<file path="config.mk">
export PLATFORM = sky130hd
export DESIGN_NAME = sumsq_accel_slave
export DESIGN_NICKNAME = d
export VERILOG_FILES = /design/src/rtl/sumsq_pkg.sv /design/src/rtl/sumsq_decode.sv /design/src/rtl/sumsq_pipe.sv /design/src/rtl/sumsq_regbank.sv /design/src/rtl/sumsq_accel_slave.sv
export SDC_FILE = /design/constraint.sdc
export NUM_CORES = 2
export LEC_CHECK = 0
export BUFFER_PORTS_ARGS = -buffer_cell sky130_fd_sc_hd__buf_2
export CAP_MARGIN = 20
export CORE_ASPECT_RATIO = 1.5
export CORE_UTILIZATION = 35
export DETAILED_ROUTE_END_ITERATION = 10
export HOLD_SLACK_MARGIN = 0.05
export PLACE_DENSITY = 0.56
export SKIP_LAST_GASP = 1
export SLEW_MARGIN = 20
export SYNTH_ARGS = -nofsm -noshare
export SYNTH_HDL_FRONTEND = slang
export SYNTH_SLANG_ARGS = --single-unit
</file>
<file path="constraint.sdc">
create_clock -name clk -period 16.7 [get_ports clk]
set_clock_uncertainty 0.15 [all_clocks]
set_input_delay 3.34 -clock clk [delete_from_list [all_inputs] [get_ports clk]]
set_output_delay 3.34 -clock clk [all_outputs]
set_load 0.01 [all_outputs]
</file>
<file path="src/rtl/sumsq_pkg.sv">
package sumsq_pkg;
  localparam int unsigned SEL_W = 2;

  typedef enum logic [SEL_W-1:0] {
    SEL_OPA    = 2'd0,
    SEL_OPB    = 2'd1,
    SEL_CTRL   = 2'd2,
    SEL_RESULT = 2'd3
  } reg_sel_e;

  typedef struct packed {
    logic wr_a;
    logic wr_b;
    logic start;
    logic rd_result;
  } strobe_t;
endpackage

</file>
<file path="src/rtl/sumsq_decode.sv">
module sumsq_decode
  import sumsq_pkg::*;
(
  input  logic     read,
  input  logic     write,
  input  reg_sel_e sel,
  input  logic     go_bit,
  input  logic     busy,
  output strobe_t  stb
);
  always_comb begin
    stb           = '0;
    stb.wr_a      = write && (sel == SEL_OPA);
    stb.wr_b      = write && (sel == SEL_OPB);
    // a start needs bit 0 set and an idle pipeline
    stb.start     = write && (sel == SEL_CTRL) && go_bit && !busy;
    stb.rd_result = read && (sel == SEL_RESULT);
  end
endmodule

</file>
<file path="src/rtl/sumsq_pipe.sv">
// Fixed-latency a*a + b*b. Stage 0 captures, stage 1 squares,
// stage 2 adds, stages 3..LAT-1 delay. LAT must be at least 3.
module sumsq_pipe #(
  parameter int unsigned OP_W  = 16,
  parameter int unsigned RES_W = 32,
  parameter int unsigned LAT   = 13
) (
  input  logic             clk,
  input  logic             rst_n,
  input  logic             start,
  input  logic [OP_W-1:0]  a_in,
  input  logic [OP_W-1:0]  b_in,
  output logic             done,
  output logic             busy,
  output logic [RES_W-1:0] sum_out
);
  localparam int unsigned SQ_W = 2 * OP_W;

  logic [LAT-1:0]   vld;
  logic [OP_W-1:0]  cap_a, cap_b;
  logic [SQ_W-1:0]  sq_a, sq_b;
  logic [RES_W-1:0] stg [2:LAT-1];
  logic [RES_W-1:0] wrap_sum;

  always_ff @(posedge clk) begin
    if (!rst_n) vld <= '0;
    else        vld <= {vld[LAT-2:0], start};
  end

  always_ff @(posedge clk) begin
    if (!rst_n) begin
      cap_a <= '0;
      cap_b <= '0;
    end else if (start) begin
      cap_a <= a_in;
      cap_b <= b_in;
    end
  end

  always_ff @(posedge clk) begin
    if (!rst_n) begin
      sq_a <= '0;
      sq_b <= '0;
    end else if (vld[0]) begin
      sq_a <= SQ_W'(cap_a) * SQ_W'(cap_a);
      sq_b <= SQ_W'(cap_b) * SQ_W'(cap_b);
    end
  end

  assign wrap_sum = RES_W'({1'b0, sq_a} + {1'b0, sq_b});

  always_ff @(posedge clk) begin
    if (!rst_n)      stg[2] <= '0;
    else if (vld[1]) stg[2] <= wrap_sum;
  end

  for (genvar i = 3; i < LAT; i++) begin : g_dly
    always_ff @(posedge clk) begin
      if (!rst_n)        stg[i] <= '0;
      else if (vld[i-1]) stg[i] <= stg[i-1];
    end
  end

  assign sum_out = stg[LAT-1];
  assign done    = vld[LAT-1];
  assign busy    = |vld;
endmodule

</file>
<file path="src/rtl/sumsq_regbank.sv">
module sumsq_regbank
  import sumsq_pkg::*;
#(
  parameter int unsigned OP_W  = 16,
  parameter int unsigned BUS_W = 32
) (
  input  logic             clk,
  input  logic             rst_n,
  input  strobe_t          stb,
  input  reg_sel_e         sel,
  input  logic [OP_W-1:0]  wdata,
  input  logic             done,
  input  logic [BUS_W-1:0] sum_in,
  input  logic             busy,
  output logic [OP_W-1:0]  opa,
  output logic [OP_W-1:0]  opb,
  output logic [BUS_W-1:0] result_q,
  output logic [BUS_W-1:0] readdata,
  output logic             waitrequest
);
  always_ff @(posedge clk) begin
    if (!rst_n) begin
      opa <= '0;
      opb <= '0;
    end else begin
      if (stb.wr_a) opa <= wdata;
      if (stb.wr_b) opb <= wdata;
    end
  end

  always_ff @(posedge clk) begin
    if (!rst_n)    result_q <= '0;
    else if (done) result_q <= sum_in;
  end

  // only a result read during a job is held back
  assign waitrequest = stb.rd_result && busy;

  always_comb begin
    unique case (sel)
      SEL_OPA:  readdata = BUS_W'(opa);
      SEL_OPB:  readdata = BUS_W'(opb);
      SEL_CTRL: readdata = BUS_W'(busy);
      default:  readdata = result_q;
    endcase
  end
endmodule

</file>
<file path="src/rtl/sumsq_accel_slave.sv">
module sumsq_accel_slave #(
  parameter int unsigned OP_W  = 16,
  parameter int unsigned BUS_W = 32,
  parameter int unsigned LAT   = 13
) (
  input  logic             clk,
  input  logic             rst_n,
  input  logic [1:0]       address,
  input  logic             read,
  input  logic             write,
  input  logic [BUS_W-1:0] writedata,
  output logic [BUS_W-1:0] readdata,
  output logic             waitrequest
);
  import sumsq_pkg::*;

  reg_sel_e        sel;
  strobe_t         stb;
  logic            busy;
  logic            done;
  logic [OP_W-1:0] opa, opb;
  logic [BUS_W-1:0] sum_w;
  logic [BUS_W-1:0] result_q;
  logic            unused_wd;

  assign sel       = reg_sel_e'(address);
  assign unused_wd = ^writedata[BUS_W-1:OP_W];

  sumsq_decode u_dec (
    .read   (read),
    .write  (write),
    .sel    (sel),
    .go_bit (writedata[0]),
    .busy   (busy),
    .stb    (stb)
  );

  sumsq_pipe #(.OP_W(OP_W), .RES_W(BUS_W), .LAT(LAT)) u_pipe (
    .clk     (clk),
    .rst_n   (rst_n),
    .start   (stb.start),
    .a_in    (opa),
    .b_in    (opb),
    .done    (done),
    .busy    (busy),
    .sum_out (sum_w)
  );

  sumsq_regbank #(.OP_W(OP_W), .BUS_W(BUS_W)) u_regs (
    .clk         (clk),
    .rst_n       (rst_n),
    .stb         (stb),
    .sel         (sel),
    .wdata       (writedata[OP_W-1:0]),
    .done        (done),
    .sum_in      (sum_w),
    .busy        (busy),
    .opa         (opa),
    .opb         (opb),
    .result_q    (result_q),
    .readdata    (readdata),
    .waitrequest (waitrequest)
  );
endmodule

</file>
Word-level counts from Yosys, hierarchy flattened
Memory sizes are Yosys's and may differ from the RTL's. A register that Yosys moved wholly into a read port is not among the register bits.
Cells that the tools add are included.
{"block": "word_totals", "mem_count": 1, "ff_bits": 141, "elab_cells": 82, "mem_bits_rw": 352, "output_inout_bits": 33}
{"block": "classes", "n_eq_ne": 3, "muxes": 46, "reduce_logical": 11, "add_sub_neg": 1, "n_bitwise": 11, "multipliers": 2}
{"memory": "u_pipe.stg", "depth": 11, "width": 32, "read_ports": 11, "rd_clocked_by_memory_dff": 1, "write_ports": 11, "line": "sumsq_pipe.sv:22", "rtl": "logic [RES_W-1:0] stg [2:LAT-1];"}
{"op": "two-way mux 32 bit", "count": 11}
{"op": "one-hot mux 32 bit (3 select lines)", "count": 1}
{"op": "multiplier 16 x 16 -> 32 bit", "count": 2}
{"op": "two-way mux 1 bit", "count": 34}
{"op": "adder 32 bit", "count": 1}
{"op": "OR reduction 13 bit", "count": 1}
{"op": "OR 1 bit", "count": 11}
{"op": "logical AND 1 bit", "count": 7}
{"op": "== test 2 bit, second input constant", "count": 2}
{"op": "== test 2 x 1 -> 1 bit, second input constant", "count": 1}
{"op": "zero test 1 bit", "count": 2}
{"op": "zero test 2 bit", "count": 1}

Logic depth before layout (Yosys ltp)
{"block": "depth", "ltp_word": 4, "depth_mapped": 23, "depth_no_buf": 22}

By module
Synthesis repeated with hierarchy kept, for this count alone.
{"block": "hier_totals", "hier_cells": 3350, "hier_area_um2": 35904.4}
{"module": "sumsq_pipe", "seq_area_each_um2": 12712.2, "cells_per_inst": 3079, "area_each_um2": 32945.3, "n_inst": 1}
{"module": "sumsq_regbank", "seq_area_each_um2": 1281.2, "cells_per_inst": 265, "area_each_um2": 2910.3, "n_inst": 1}
{"module": "sumsq_decode", "seq_area_each_um2": 0.0, "cells_per_inst": 6, "area_each_um2": 48.8, "n_inst": 1}

Worst setup path before layout
OpenSTA, ideal clock, no wires.
{"block": "synth_path", "path_kind": "in2out", "from": "input address[1]", "to": "output readdata[10]", "path_slack_ns": 8.644, "path_buffers": 2, "cell_stages": 4, "t_arrival_ns": 4.566, "cell_sequence": "clkbuf_1 > clkbuf_1 > mux2_2 > a22o_1"}
{"block": "synth_via", "elab_chain_len": 2}
{"item": "start: declaration", "line": "sumsq_accel_slave.sv:8", "rtl": "input logic [1:0] address,"}
{"item": "== test 2 bit (tied with other cells)", "line": "sumsq_regbank.sv:40", "rtl": "unique case (sel)"}
{"item": "one-hot mux 32 bit (3 select lines) *", "line": "sumsq_regbank.sv:40"}
{"item": "end: declaration", "line": "sumsq_accel_slave.sv:12", "rtl": "output logic [BUS_W-1:0] readdata,"}
Every way passes the cells marked *; elsewhere a longest branch is shown, timed or not.

Final worst setup path
{"block": "layout_path", "from": "input address[1]", "to": "output readdata[13]"}
The elaborated chain is that of the path after synthesis.

==> reports/results.ini <==
[run_status]
outcome=finished, final reports clean

[global_route]
grt_pass1_wl_um=130000
grt.total_usage=0.158
grt_max_degree=272
grt_pass1_vias=24600
grt_antenna_before_repair=0
overflow=0

[cells_and_area]
synthToLayoutAreaGrowth_pct=8.75
n_antenna_cell=0
nets=3991
layout-drive-gt1-share=0.0644
fillers=9993
final_cells=4739
multi_input_area_um2=19100
ff_latch_area_um2=14000
finalInstanceArea_um2=38800

[sta]
hold_viol=0
rsz0062_at_grt=no
fmax_mhz=118
slew-limit-headroom=0.311
worst_pin_slew_ps=1030
period_share=0.508
fin_setup_tns_ps=0
drv_slew=0
setup_ws_ps=8220
min_period_ps=8480
setup_viol_count_final=0

[synth]
ys_ff_latch=523
avgSynthCellArea_um2=10.4
yosysWarnings=0
syn-num-nets=4033
syn_area_um2=35700
async_flop_share=0
synth_cell_types=79
synth_edf_count=352
synth.yosys.seq_area_share=0.392
synth_cells=3438
ys.flop_type=edfxtp_1

[placed_design]
place_area_um2=37200
place.gp.congestion=0.870
dpl.hpwl_um=61600
pre_cts_slack_ps=8180
portBuffers=54
dp.cells=4652

[clock_tree]
clockBufferDepth=3
clk_transition_reported_paths_ps=60
cts_setup_buffers=0
cts_tree=done
cts_root_buf=clkbuf_16
clk_latency_ps=600
cts_htree_levels=2
ctsHoldBuffers=0
cts-buffers-inserted=47
cts_sinks=523
cts_resized=0

[pwr]
p_per_area_nw_per_um2=67.4
leakage_nw=18.7
irDropWorstVdd_mv=0.0674
finalPower_mw=2.62

[floorplanning]
die-width_um=263
start_util=0.353
die_area_um2=103000
core_um2=101000
die_y_um=393
design.portCount=71
num_rows=143

[setup_path]
worstPathCellList=buf_2 > nor2_2 > a22o_1 > buf_2
cp_slowest_stage_delay_ps=830
cp_data_arrival_time_ps=4990
r2r_slack_ps=9670
worstReg2RegStart=u_pipe.cap_b[3]$_SDFFE_PN0P_
cp_top_family=simple AND/OR/NAND/NOR gates
crit_required_ps=13210
reg2reg_depth=20
setup.worst_path.class=input pin to output port
critPathMaxFanout=37
worstReg2RegEnd=u_pipe.sq_b[29]$_SDFFE_PN0P_
crit_path_start_kind=input pin
end_kind=output port
cp_slowest_cell=nor2_2
crit_top_cell=buf_2
path_buf_inv=2

[route]
route.detailed.drc=0
viasPerCell=4.95
wl_um=80000
wl_per_cell_um=16.9
vias=23400
first_pass_iters=5
first_iter_violations=1138
ant_nets=0

[hold_path]
min_path_type=flop to flop
min_to=u_pipe.sq_a[16]$_SDFFE_PN0P_
hold_path_depth=2
hold_start=u_pipe.sq_a[16]$_SDFFE_PN0P_

[job]
max-cap-violations=0

[registers in the layout (all words and copies together) (netlist names)]
| signal | count |
|---|---|
| u_pipe.cap_a | 16 |
| u_pipe.cap_b | 16 |
| u_pipe.sq_a | 31 |
| u_pipe.sq_b | 31 |
| u_pipe.stg | 352 |
| u_pipe.vld | 13 |
| u_regs.opa | 16 |
| u_regs.opb | 16 |
| u_regs.result_q | 32 |
[worst min-delay path, stage by stage (launching register included)]
cell and delay (ps):
dfxtp_1 330, nand2_1 50, o21ai_0 50
[through the flow]
stage,hold slack [ps],util
floorplan,279,-
global placement,295,0.368
detailed placement,300,0.368
CTS,314,0.384
global route,340,0.384
finish,311,0.384
[synth_stat cells, drive strengths merged, types with 9 or more instances]
cell type,number,area share
inv,519,0.055
and3,360,0.063
edfxtp,352,0.30
nand2,348,0.037
fa,324,0.18
ha,233,0.082
dfxtp,171,0.096
a21oi,164,0.023
clkbuf,164,0.017
nor2,161,0.017
and2,89,0.016
mux2i,57,0.016
o21ai,53,0.0074
xnor2,52,0.013
nand3,43,0.0060
a21o,38,0.0080
nor3,25,0.0035
a211oi,21,0.0046
nand2b,21,0.0037
nand4,21,0.0037
mux2,17,0.0054
a22o,16,0.0039
xor2,16,0.0039
o21bai,14,0.0029
buf,13,0.0016
o21a,12,0.0026
or3,12,0.0022
o211ai,10,0.0022
or2,9,0.0016
[per-layer routing]
metal  part of all wire  GRT usage  wire length [um]
met4              0.047     0.0752              3750
met3              0.029     0.0149              2280
met2               0.55      0.308             43700
met5                  0          0                 0
met1               0.38      0.170             30300
[layout by cell type (no fill, tap or decap), drive strengths merged, types with 25 or more instances in the layout]
| cell | instances |
|---|---|
| mux2i | 57 |
| dfxtp | 171 |
| xnor2 | 52 |
| nand3 | 43 |
| nor3 | 25 |
| a21oi | 164 |
| clkbuf | 62 |
| nand2 | 348 |
| nor2 | 161 |
| buf | 85 |
| inv | 523 |
| and3 | 360 |
| and2 | 89 |
| o21ai | 53 |
| a21o | 38 |
| edfxtp | 352 |
| ha | 233 |
| fa | 324 |
[how the worst max path moves through the flow]
stage	start	endpoint	slack, ps	depth (start not counted)
2_1_floorplan	address[1]	readdata[10]	8640	4
3_3_place_gp	address[1]	readdata[13]	8190	4
3_5_place_dp	address[1]	readdata[13]	8180	4
4_1_cts	address[1]	readdata[13]	8190	4
5_1_grt	address[1]	readdata[13]	8130	4
6_report	address[1]	readdata[13]	8220	4
[power breakdown]
part           switching, mW  internal (mW)  total [mW]
sequential            0.0124           1.41        1.42
clock                  0.490          0.644        1.13
combinational         0.0508         0.0129      0.0636
total                  0.553           2.07        2.62
[area by class of cell]
class | count | area share
Timing Repair Buffer | 86 | 0.0137
Clock buffer | 61 | 0.0332
Clock inverter | 26 | 0.00838
Sequential cell | 523 | 0.360
Tap cell | 1305 | 0.0420
Multi-Input combinational cell | 2219 | 0.492
Inverter | 519 | 0.0502
[logic make-up after synthesis]
logic type | Yosys count | share of synthesized area
AOI/OAI and AO/OA | 395 | 0.0725
xor gates and xnor gates | 68 | 0.0167
adders and majority gates | 557 | 0.263
buffers and inverters | 696 | 0.0734
DFF | 523 | 0.392
muxes | 75 | 0.0220
and+or+nand+nor | 1124 | 0.160
Note: power is estimated with default switching activity, not from simulation.
